File: src/rtl/nlpf_pkg.sv
package nlpf_pkg;
    typedef enum logic [1:0] {
        PF_EVERY  = 2'd0,
        PF_MISS   = 2'd1,
        PF_MARKER = 2'd2,
        PF_OFF    = 2'd3
    } pf_mode_e;
endpackage

File: src/rtl/nlpf_trigger.sv
module nlpf_trigger #(
    parameter int IDX_W = 6
) (
    input  logic             clk,
    input  logic             rst_n,
    input  logic [1:0]       mode_i,
    input  logic             ref_valid_i,
    input  logic             ref_hit_i,
    input  logic [IDX_W-1:0] ref_idx_i,
    input  logic             fill_valid_i,
    input  logic [IDX_W-1:0] fill_idx_i,
    input  logic             fill_pf_i,
    output logic             trig_o
);
    import nlpf_pkg::*;
    localparam int LINES = 1 << IDX_W;

    typedef struct packed {
        logic [LINES-1:0] mark;
    } mark_t;

    mark_t s_d, s_q;

    always_comb begin
        s_d = s_q;
        trig_o = 1'b0;
        if (ref_valid_i) begin
            unique case (pf_mode_e'(mode_i))
                PF_EVERY:  trig_o = 1'b1;
                PF_MISS:   trig_o = !ref_hit_i;
                PF_MARKER: trig_o = !ref_hit_i || !s_q.mark[ref_idx_i];
                default:   trig_o = 1'b0;
            endcase
        end
        if (fill_valid_i)
            s_d.mark[fill_idx_i] = !fill_pf_i;
        if (ref_valid_i)
            s_d.mark[ref_idx_i] = 1'b1;
    end

    always_ff @(posedge clk) begin
        if (!rst_n) s_q <= '{mark: '1};
        else        s_q <= s_d;
    end
endmodule

File: src/rtl/nlpf_gen.sv
module nlpf_gen #(
    parameter int ADDR_W    = 16,
    parameter int PAGE_W    = 6,
    parameter int MAX_AHEAD = 4,
    parameter int AHEAD_W   = 3,
    parameter int NUM_W     = $clog2(MAX_AHEAD + 1)
) (
    input  logic                               trig_i,
    input  logic [ADDR_W-1:0]                  line_i,
    input  logic [AHEAD_W-1:0]                 ahead_i,
    output logic [MAX_AHEAD-1:0][ADDR_W-1:0]   cand_o,
    output logic [NUM_W-1:0]                   num_o
);
    localparam int PAGE_LINES = 1 << PAGE_W;

    int depth;
    logic [MAX_AHEAD-1:0] ok;

    always_comb begin
        if (int'(ahead_i) == 0)              depth = 1;
        else if (int'(ahead_i) > MAX_AHEAD)  depth = MAX_AHEAD;
        else                                 depth = int'(ahead_i);
    end

    for (genvar j = 0; j < MAX_AHEAD; j++) begin : g_cand
        assign cand_o[j] = line_i + ADDR_W'(j + 1);
        assign ok[j] = trig_i && (j < depth) &&
                       (int'(line_i[PAGE_W-1:0]) + j + 1 < PAGE_LINES);
    end

    always_comb begin
        num_o = '0;
        for (int j = 0; j < MAX_AHEAD; j++)
            if (ok[j]) num_o = num_o + NUM_W'(1);
    end
endmodule

File: src/rtl/nlpf_fifo.sv
module nlpf_fifo #(
    parameter int W     = 16,
    parameter int DEPTH = 8,
    parameter int NIN   = 4,
    parameter int NUM_W = $clog2(NIN + 1),
    parameter int CNT_W = $clog2(DEPTH + 1)
) (
    input  logic                     clk,
    input  logic                     rst_n,
    input  logic [NIN-1:0][W-1:0]    in_i,
    input  logic [NUM_W-1:0]         in_num_i,
    output logic                     out_valid_o,
    output logic [W-1:0]             out_data_o,
    input  logic                     out_ready_i,
    output logic [CNT_W-1:0]         cnt_o
);
    localparam int PTR_W = $clog2(DEPTH);

    typedef struct packed {
        logic [DEPTH-1:0][W-1:0] mem;
        logic [PTR_W-1:0]        wr;
        logic [PTR_W-1:0]        rd;
        logic [CNT_W-1:0]        cnt;
    } fifo_t;

    fifo_t s_d, s_q;
    int    free_n;
    int    take;
    logic  pop;

    always_comb begin
        s_d    = s_q;
        pop    = (s_q.cnt != '0) && out_ready_i;
        free_n = DEPTH - int'(s_q.cnt);
        take   = (int'(in_num_i) < free_n) ? int'(in_num_i) : free_n;
        for (int j = 0; j < NIN; j++)
            if (j < take)
                s_d.mem[s_q.wr + PTR_W'(j)] = in_i[j];
        s_d.wr = s_q.wr + PTR_W'(take);
        if (pop) s_d.rd = s_q.rd + PTR_W'(1);
        s_d.cnt = s_q.cnt + CNT_W'(take) - CNT_W'(pop);
    end

    always_ff @(posedge clk) begin
        if (!rst_n) s_q <= '0;
        else        s_q <= s_d;
    end

    assign out_valid_o = (s_q.cnt != '0);
    assign out_data_o  = s_q.mem[s_q.rd];
    assign cnt_o       = s_q.cnt;
endmodule

File: src/rtl/nlpf_top.sv
module nlpf_top #(
    parameter int ADDR_W    = 16,
    parameter int IDX_W     = 6,
    parameter int PAGE_W    = 6,
    parameter int MAX_AHEAD = 4,
    parameter int AHEAD_W   = 3,
    parameter int DEPTH     = 8
) (
    input  logic              clk,
    input  logic              rst_n,
    input  logic [1:0]        mode_i,
    input  logic [AHEAD_W-1:0] ahead_i,
    input  logic              ref_valid_i,
    input  logic [ADDR_W-1:0] ref_line_i,
    input  logic              ref_hit_i,
    input  logic [IDX_W-1:0]  ref_idx_i,
    input  logic              fill_valid_i,
    input  logic [IDX_W-1:0]  fill_idx_i,
    input  logic              fill_pf_i,
    output logic              pf_valid_o,
    output logic [ADDR_W-1:0] pf_line_o,
    input  logic              pf_ready_i
);
    localparam int NUM_W = $clog2(MAX_AHEAD + 1);
    localparam int CNT_W = $clog2(DEPTH + 1);

    logic                             trig;
    logic [MAX_AHEAD-1:0][ADDR_W-1:0] cand;
    logic [NUM_W-1:0]                 cand_num;
    logic [CNT_W-1:0]                 fifo_cnt;

    nlpf_trigger #(.IDX_W(IDX_W)) trig_i (
        .clk(clk), .rst_n(rst_n), .mode_i(mode_i),
        .ref_valid_i(ref_valid_i), .ref_hit_i(ref_hit_i), .ref_idx_i(ref_idx_i),
        .fill_valid_i(fill_valid_i), .fill_idx_i(fill_idx_i), .fill_pf_i(fill_pf_i),
        .trig_o(trig)
    );

    nlpf_gen #(.ADDR_W(ADDR_W), .PAGE_W(PAGE_W), .MAX_AHEAD(MAX_AHEAD),
               .AHEAD_W(AHEAD_W), .NUM_W(NUM_W)) gen_i (
        .trig_i(trig), .line_i(ref_line_i), .ahead_i(ahead_i),
        .cand_o(cand), .num_o(cand_num)
    );

    nlpf_fifo #(.W(ADDR_W), .DEPTH(DEPTH), .NIN(MAX_AHEAD),
                .NUM_W(NUM_W), .CNT_W(CNT_W)) fifo_i (
        .clk(clk), .rst_n(rst_n), .in_i(cand), .in_num_i(cand_num),
        .out_valid_o(pf_valid_o), .out_data_o(pf_line_o),
        .out_ready_i(pf_ready_i), .cnt_o(fifo_cnt)
    );
endmodule

File: config.mk
export PLATFORM = sky130hd
export DESIGN_NAME = nlpf_top
export DESIGN_NICKNAME = d
export VERILOG_FILES = /design/src/rtl/nlpf_pkg.sv /design/src/rtl/nlpf_trigger.sv /design/src/rtl/nlpf_gen.sv /design/src/rtl/nlpf_fifo.sv /design/src/rtl/nlpf_top.sv
export SDC_FILE = /design/constraint.sdc
export NUM_CORES = 1
export LEC_CHECK = 0
export BUFFER_PORTS_ARGS = -buffer_cell sky130_fd_sc_hd__buf_4
export CORE_MARGIN = 2
export CORE_UTILIZATION = 40
export DETAILED_ROUTE_END_ITERATION = 8
export PLACE_DENSITY = 0.54
export REMOVE_ABC_BUFFERS = 1
export SYNTH_ARGS = -nofsm -noshare
export SYNTH_HDL_FRONTEND = slang
export SYNTH_SLANG_ARGS = --single-unit
File: constraint.sdc
create_clock -name clk -period 18.83 [get_ports clk]
set_clock_uncertainty 0.2 [all_clocks]
set_input_delay 0.9415 -clock clk [delete_from_list [all_inputs] [get_ports clk]]
set_output_delay 0.9415 -clock clk [all_outputs]
set_load 0.02 [all_outputs]
## Word-level counts from Yosys, hierarchy flattened

Index checks and enable logic that the tools add are counted.

- RAM bits: 0
- Input port bits: 40
- Output and inout bits: 17
- Flip-flop bits (word level): 202
- Bits in latches: 0
- ROM bits: 0
- Memories: 0
- Word-level logic and storage cells: 121

- Reduce and logical (&&, ||, !) cells: 22
- Add/subtract/negate cells: 21
- Bitwise gates (word level): 1
- Eq/ne operators: 2
- Div/mod/pow operators: 0
- Mux-type cells: 36
- Multiply operators: 0
- Shift operators: 0
- $lt $le $gt $ge: 27

Operator list:

| kind | number |
|---|---|
| bitwise mux 128 bit | 4 |
| 2-to-1 mux 128 bit | 4 |
| demux 16 bit (select 3 bit) | 4 |
| less-than comparator 3 x 32 -> 1 bit, first input constant | 4 |
| less-than comparator 32 x 8 -> 1 bit, second input constant | 4 |
| 2-to-1 mux 64 bit | 2 |
| adder 32 x 2 -> 32 bit, second input constant | 3 |
| 2-to-1 mux 16 bit | 5 |
| bitwise mux 64 bit | 1 |
| less-than comparator 1 x 32 -> 1 bit, first input constant | 2 |
| less-than comparator 2 x 32 -> 1 bit, first input constant | 2 |
| 2-to-1 mux 32 bit | 2 |
| OR 64 bit | 1 |
| binary-select mux 16 bit (select 3 bit) | 1 |
| adder 16 x 2 -> 16 bit, second input constant | 2 |
| less-than comparator 4 x 32 -> 1 bit | 1 |
| less-than comparator 3 x 4 -> 1 bit, second input constant | 5 |
| adder 16 x 1 -> 16 bit, second input constant | 1 |
| adder 16 x 3 -> 16 bit, second input constant | 1 |
| logical AND 1 bit | 15 |
| adder 6 x 2 -> 7 bit, second input constant | 2 |
| less-than comparator 6 x 7 -> 1 bit, second input constant | 2 |
| adder 3 x 1 -> 3 bit, second input constant | 4 |
| demux 1 bit (select 6 bit) | 2 |
| 21 further kinds | 35 |

## Longest topological paths before layout

- Word-level depth: 25
- Depth in mapped cells: 35
- Depth with buffers taken out: 31

## Cells and area by module

Synthesis repeated with hierarchy kept, for this count alone.

- Cell total of the unflattened synthesis: 1988
- Area, all modules: 15163.3 µm²

Modules (own cells, without submodules):

| module | cells an instance | area each (µm²) | instances | seq. area each (µm²) |
|---|---|---|---|---|
| nlpf_fifo | 1339 | 10385.0 | 1 | 2762.6 |
| nlpf_trigger | 480 | 3563.4 | 1 | 1281.2 |
| nlpf_gen | 169 | 1214.9 | 1 | 0.0 |

## Worst setup path before layout

Ideal clock, no wire load.

- Path type: input port to flip-flop
- Start point: input ref_idx_i[1]
- End point: register fifo_i.s_q[22] in the netlist's numbering
- Setup time: 131 ps
- Path buffers: 5
- Required time: 18499 ps
- Arrival: 7126 ps
- Path slack: 11373 ps
- Stages: 29
- Cells stage by stage: buf_4 buf_2 mux4_2 a22oi_1 o31ai_1 nand3b_1 o41ai_4 nand2_1 or3_1 inv_1 ha_1 buf_1 xnor2_1 ha_1 nand2_1 xor2_1 and2_1 ha_1 o21a_1 nor2_1 a21oi_1 nand2_1 and3b_1 buf_4 a21oi_2 buf_4 mux2_2 a221oi_1 o22ai_1

- Cells in the longest elaborated chain, start to end: 25
- Elaborated cells between the ends (all ways): 34
- Classes of those cells: 3 x add/sub; 5 x order compare; 16 x mux; 10 x reduce/logical

Ends and longest elaborated chain:

| item | line | source |
|---|---|---|
| start, declared | nlpf_top.sv:16 | `input logic [IDX_W-1:0] ref_idx_i,` |
| binary-select mux 1 bit (select 6 bit) (*) | nlpf_trigger.sv:31 | `PF_MARKER: trig_o = !ref_hit_i \|\| !s_q.mark[ref_idx_i];` |
| 2-to-1 mux 1 bit (not written as such) (*) | nlpf_trigger.sv:31 |  |
| zero test 1 bit (*) | nlpf_trigger.sv:31 |  |
| logical OR 1 bit (*) | nlpf_trigger.sv:31 |  |
| one-hot mux 1 bit (3 select lines) (*) | nlpf_trigger.sv:28 | `unique case (pf_mode_e'(mode_i))` |
| 2-to-1 mux 1 bit (*) | nlpf_trigger.sv:27 | `if (ref_valid_i) begin` |
| logical AND 1 bit (2 in a row) | nlpf_gen.sv:27 | `assign ok[j] = trig_i && (j < depth) &&` |
| 2-to-1 mux 1 bit | nlpf_gen.sv:34 | `if (ok[j]) num_o = num_o + NUM_W'(1);` |
| (+8 left out) | - |  |
| less-than comparator 1 x 32 -> 1 bit | nlpf_fifo.sv:37 | `if (j < take)` |
| 2-to-1 mux 128 bit | nlpf_fifo.sv:37 |  |
| bitwise mux 128 bit | nlpf_fifo.sv:38 | `s_d.mem[s_q.wr + PTR_W'(j)] = in_i[j];` |
| 2-to-1 mux 128 bit | nlpf_fifo.sv:37 |  |
| bitwise mux 128 bit | nlpf_fifo.sv:38 |  |
| 2-to-1 mux 128 bit | nlpf_fifo.sv:37 |  |
| bitwise mux 128 bit | nlpf_fifo.sv:38 |  |
| 2-to-1 mux 128 bit (*) | nlpf_fifo.sv:37 |  |
| end signal, assigned | nlpf_fifo.sv:45 | `if (!rst_n) s_q <= '0;` |
| end signal, assigned | nlpf_fifo.sv:46 | `else s_q <= s_d;` |
| end, declared | nlpf_fifo.sv:26 | `fifo_t s_d, s_q;` |

Mark *: on every way between the ends. The rest lies on a longest branch, timed or not. The select of a mux whose other input is x is not followed.
A chain may end at the register's enable or synchronous reset.

## Worst setup path after layout

- Start point: input ref_idx_i[2]
- End point: register fifo_i.s_q[41] in the netlist's numbering

The elaborated chain is that of the path after synthesis.

==> impl_results.rst <==
.. list-table::
   :header-rows: 1

   * - Metric
     - Value
   * - Outcome
     - finished clean
   * - Average instance area after synthesis
     - 8.272 um2
   * - Hold_buf cts
     - 0
   * - Largest incremental delay on the critical path
     - 0.80 ns
   * - Row cnt
     - 70
   * - Fin area
     - 16340 um2
   * - Vias in the first global route
     - approximately 15000
   * - WL final
     - 61370 um
   * - Clock tree from TritonCTS
     - built
   * - Number of synthesized flops with an enable pin
     - 0
   * - Worst hold path type
     - flop to flop
   * - Worst r2r path cells
     - 24
   * - Synth top area share
     - 27.19%
   * - Leakage dissipation
     - 6.025 nW
   * - Worst endpoint data arrival time
     - around 8.7 ns
   * - Total power divided by cell area
     - 142.2 nW/um2
   * - Synth top area cells
     - sky130_fd_sc_hd__dfxtp_1, sky130_fd_sc_hd__nand2_1, sky130_fd_sc_hd__mux2_2, sky130_fd_sc_hd__mux4_2, sky130_fd_sc_hd__nor2_1
   * - TritonCTS Buffers
     - 27
   * - Instance area after placement
     - 15450 um2
   * - Net count of the finished layout
     - approximately 1800
   * - I/O pin count
     - between 50 and 60
   * - Largest buffer count on any clock path
     - 3
   * - Hold wc startpoint
     - trig_i.s_q[1]$_SDFF_PN1_
   * - RSZ-0062 raised after global routing
     - no
   * - Worst slew margin relative to its limit
     - 14.12%
   * - Area of the die
     - 38740 um2
   * - Initial antenna violation count
     - 0
   * - Average wire per cell in the routed design
     - 27.22 um
   * - Count of antenna diodes in the layout
     - 0
   * - Clock latency at the later pin of the worst-skew pair
     - around 0.56 ns
   * - Count of buffers from port buffering
     - between 50 and 60
   * - Maximum vdd ir drop
     - just over 0.07 mV
   * - Most used cell along the critical path
     - sky130_fd_sc_hd__nand2_1
   * - Overall die height
     - 196.8 um
   * - Via density per instance
     - 6.709
   * - Clock tree sinks
     - 202
   * - Post-route setup TNS
     - 0 ns
   * - Post-DP HPWL
     - 39090 um
   * - Cell with the most instances after synthesis
     - sky130_fd_sc_hd__nand2_1
   * - Number of optimization iterations in the first detailed-route pass
     - 5
   * - Required time at the endpoint of the critical path
     - about 19 ns
   * - Top fanout value on the critical path
     - 31
   * - Worst setup path class
     - primary input to flop
   * - 1st-iter DRT viols
     - 1686
   * - Core outline area
     - 36610 um2
   * - Buffers inserted by post-CTS timing repair
     - 0
   * - Pin count of the biggest net entering global routing
     - 71
   * - Cell accounting for the most synthesized area
     - sky130_fd_sc_hd__dfxtp_1
   * - Pin slew with the least headroom to its limit
     - 1.288 ns
   * - Number of violations of the max-capacitance limit
     - 0
   * - Worst hold path stage count
     - 2
   * - Post-Syn Area
     - 14870 um2
   * - Share of flip-flops with an asynchronous set or reset
     - 0%
   * - Kind of capture point of the worst setup path
     - flop
   * - Post-cts sizing count
     - 0
   * - Portion of the clock cycle consumed by the worst path in the final layout
     - 45.03%
   * - Worst reg2reg startpoint
     - trig_i.s_q[22]$_SDFF_PN1_
   * - Number of cells produced by synthesis
     - 1798
   * - Starting density of the core
     - 40.63%
   * - Reg-to-Reg End
     - fifo_i.s_q[41]$_SDFF_PN0_
   * - Minimum clock period
     - 8.478 ns
   * - Wire length of the first global-routing pass
     - 93010 um
   * - Fmax
     - around 120 MHz
   * - Filler instances
     - 3636
   * - Gr ovfl total
     - 0
   * - Top_reg_cell synth
     - sky130_fd_sc_hd__dfxtp_1
   * - Global-route usage over all layers
     - 31.60%
   * - Width of the chip
     - 196.8 um
   * - Setup-violating endpoint count in the final report
     - 0
   * - Ratio of cells with drive above 1 in the final layout
     - 17.46%
   * - DRC violation count after routing
     - 0
   * - Most common library cells after synthesis
     - sky130_fd_sc_hd__nand2_1, sky130_fd_sc_hd__dfxtp_1, sky130_fd_sc_hd__nor2_1
   * - H-tree depth
     - 1
   * - Util after Layout
     - roughly 45%
   * - Register-to-register path setup slack
     - between 10 and 15 ns
   * - Number of warning messages in the yosys log
     - 0
   * - Clock slew seen by the registers of the worst setup and hold paths
     - 0.06 ns
   * - Area added between synthesis and finish
     - 9.893%
   * - Number of hold-slack violations in the final timing report
     - 0
   * - Root buffer cell
     - sky130_fd_sc_hd__clkbuf_16
   * - Remaining antenna violation count
     - 0
   * - Flip-flop and latch count after synthesis
     - just over 200
   * - Endpoint of the worst hold path
     - trig_i.s_q[1]$_SDFF_PN1_
   * - Vias
     - 15130
   * - Setup crit start kind
     - primary input
   * - Number of distinct library cells after synthesis
     - 93
   * - Placer Congestion
     - 0.9020
   * - Critical-path cell with the highest stage delay
     - sky130_fd_sc_hd__o21ai_1
   * - Portion of the post-synthesis area used by sequential elements
     - between 20% and 30%
   * - Number of max-slew violations in the final report
     - 0
layout by cell type (no fill, tap or decap), types with 15 or more instances in the layout:
| master | instances |
|---|---|
| sky130_fd_sc_hd__o211ai_1 | 22 |
| sky130_fd_sc_hd__xnor2_1 | 37 |
| sky130_fd_sc_hd__nand3_1 | 32 |
| sky130_fd_sc_hd__nor2_1 | 159 |
| sky130_fd_sc_hd__mux2i_1 | 40 |
| sky130_fd_sc_hd__o22a_1 | 16 |
| sky130_fd_sc_hd__nand4_1 | 15 |
| sky130_fd_sc_hd__a31oi_1 | 27 |
| sky130_fd_sc_hd__a221oi_1 | 56 |
| sky130_fd_sc_hd__nor3_1 | 28 |
| sky130_fd_sc_hd__ha_1 | 26 |
| sky130_fd_sc_hd__clkbuf_16 | 27 |
| sky130_fd_sc_hd__nand2_1 | 263 |
| sky130_fd_sc_hd__a21oi_1 | 85 |
| sky130_fd_sc_hd__inv_1 | 28 |
| sky130_fd_sc_hd__o22ai_1 | 91 |
| sky130_fd_sc_hd__nand2b_1 | 28 |
| sky130_fd_sc_hd__mux4_2 | 40 |
| sky130_fd_sc_hd__buf_4 | 87 |
| sky130_fd_sc_hd__dfxtp_1 | 200 |
| sky130_fd_sc_hd__mux2_2 | 87 |
| sky130_fd_sc_hd__o2111ai_1 | 67 |
| sky130_fd_sc_hd__xor2_1 | 29 |
| sky130_fd_sc_hd__o21ai_0 | 51 |
area by class of cell:
class / count / area [um2] / area share [%]
flip-flops and latches: 202 / 4046 / 24.76
inverters: 29 / 108.9 / 0.6660
multi-input cells: 1421 / 10060 / 61.53
repair buffers: 87 / 653.1 / 3.996
clock inverters: 11 / 111.4 / 0.6813
clock buffers: 37 / 783.3 / 4.792
well taps: 468 / 585.6 / 3.583
power breakdown:
| part | internal (mW) | switching [mW] |
|---|---|---|
| clock network | 0.316 | 0.213 |
| registers | 0.532 | 0.0647 |
| logic | 0.482 | 0.716 |
how the worst max path moves through the flow:
stage | slack [ns] | cells past startpoint | start | to
after floorplan | 11.02 | 25 | ref_idx_i[2] | fifo_i.s_q[82]$_SDFF_PN0_
after global placement | 10.21 | 25 | ref_idx_i[2] | fifo_i.s_q[41]$_SDFF_PN0_
after detailed placement | 9.92 | 25 | ref_idx_i[2] | fifo_i.s_q[41]$_SDFF_PN0_
after CTS | 10.52 | 25 | ref_idx_i[2] | fifo_i.s_q[41]$_SDFF_PN0_
after global routing | 9.90 | 25 | ref_idx_i[2] | fifo_i.s_q[41]$_SDFF_PN0_
final | 10.35 | 25 | ref_idx_i[2] | fifo_i.s_q[41]$_SDFF_PN0_
kinds of logic (layout without fill, tap and decap cells):
group | count (synthesis) | count (layout) | synth area share (%)
fa+ha+maj | 28 | 28 | 2.456
xor+xnor | 68 | 68 | 4.105
compound gates | 533 | 533 | 25.69
flops | 202 | 202 | 27.19
buf+inv | 175 | 164 | 5.443
mux | 167 | 167 | 15.34
simple gates | 625 | 625 | 19.78
worst max-delay path: cells and delay by family:
| kind | cells | cell delay, ns |
|---|---|---|
| and+or+nand+nor | 12 | 3.46 |
| AOI/OAI and AO/OA | 5 | 2.04 |
| adders and majority gates | 3 | 0.83 |
| muxes | 1 | 0.56 |
| buffers and inverters | 2 | 0.44 |
| xor gates and xnor gates | 2 | 0.38 |
through the flow:
| step | instances | setup slack [ns] | hold slack (ns) | power [mW] |
|---|---|---|---|---|
| after CTS | 2255 | 10.52 | 0.2920 | 2.301 |
| final | 2255 | 10.35 | 0.2896 | 2.324 |
| after floorplan | 1652 | 11.02 | 0.2440 | 1.396 |
| after global placement | 2207 | 10.21 | 0.2645 | 1.751 |
| after global routing | 2255 | 9.902 | 0.3164 | 2.442 |
| after detailed placement | 2207 | 9.920 | 0.2779 | 1.769 |
state kept, by name, summed over array words and instances, names as in the netlist:
signal        cells
fifo_i.cnt_o      4
fifo_i.s_q      134
trig_i.s_q       64
metal layers:
layer	routed length, um	part of all wire, %	vias up	global-route usage (%)
met5	0	0	-	0
met4	3167	5.2	0	15.07
met3	6019	9.8	222	6.999
met2	27390	45	860	49.44
met1	24790	40	7306	41.34
li1	-	-	6740	-
Power figures use the tool's default switching activity.
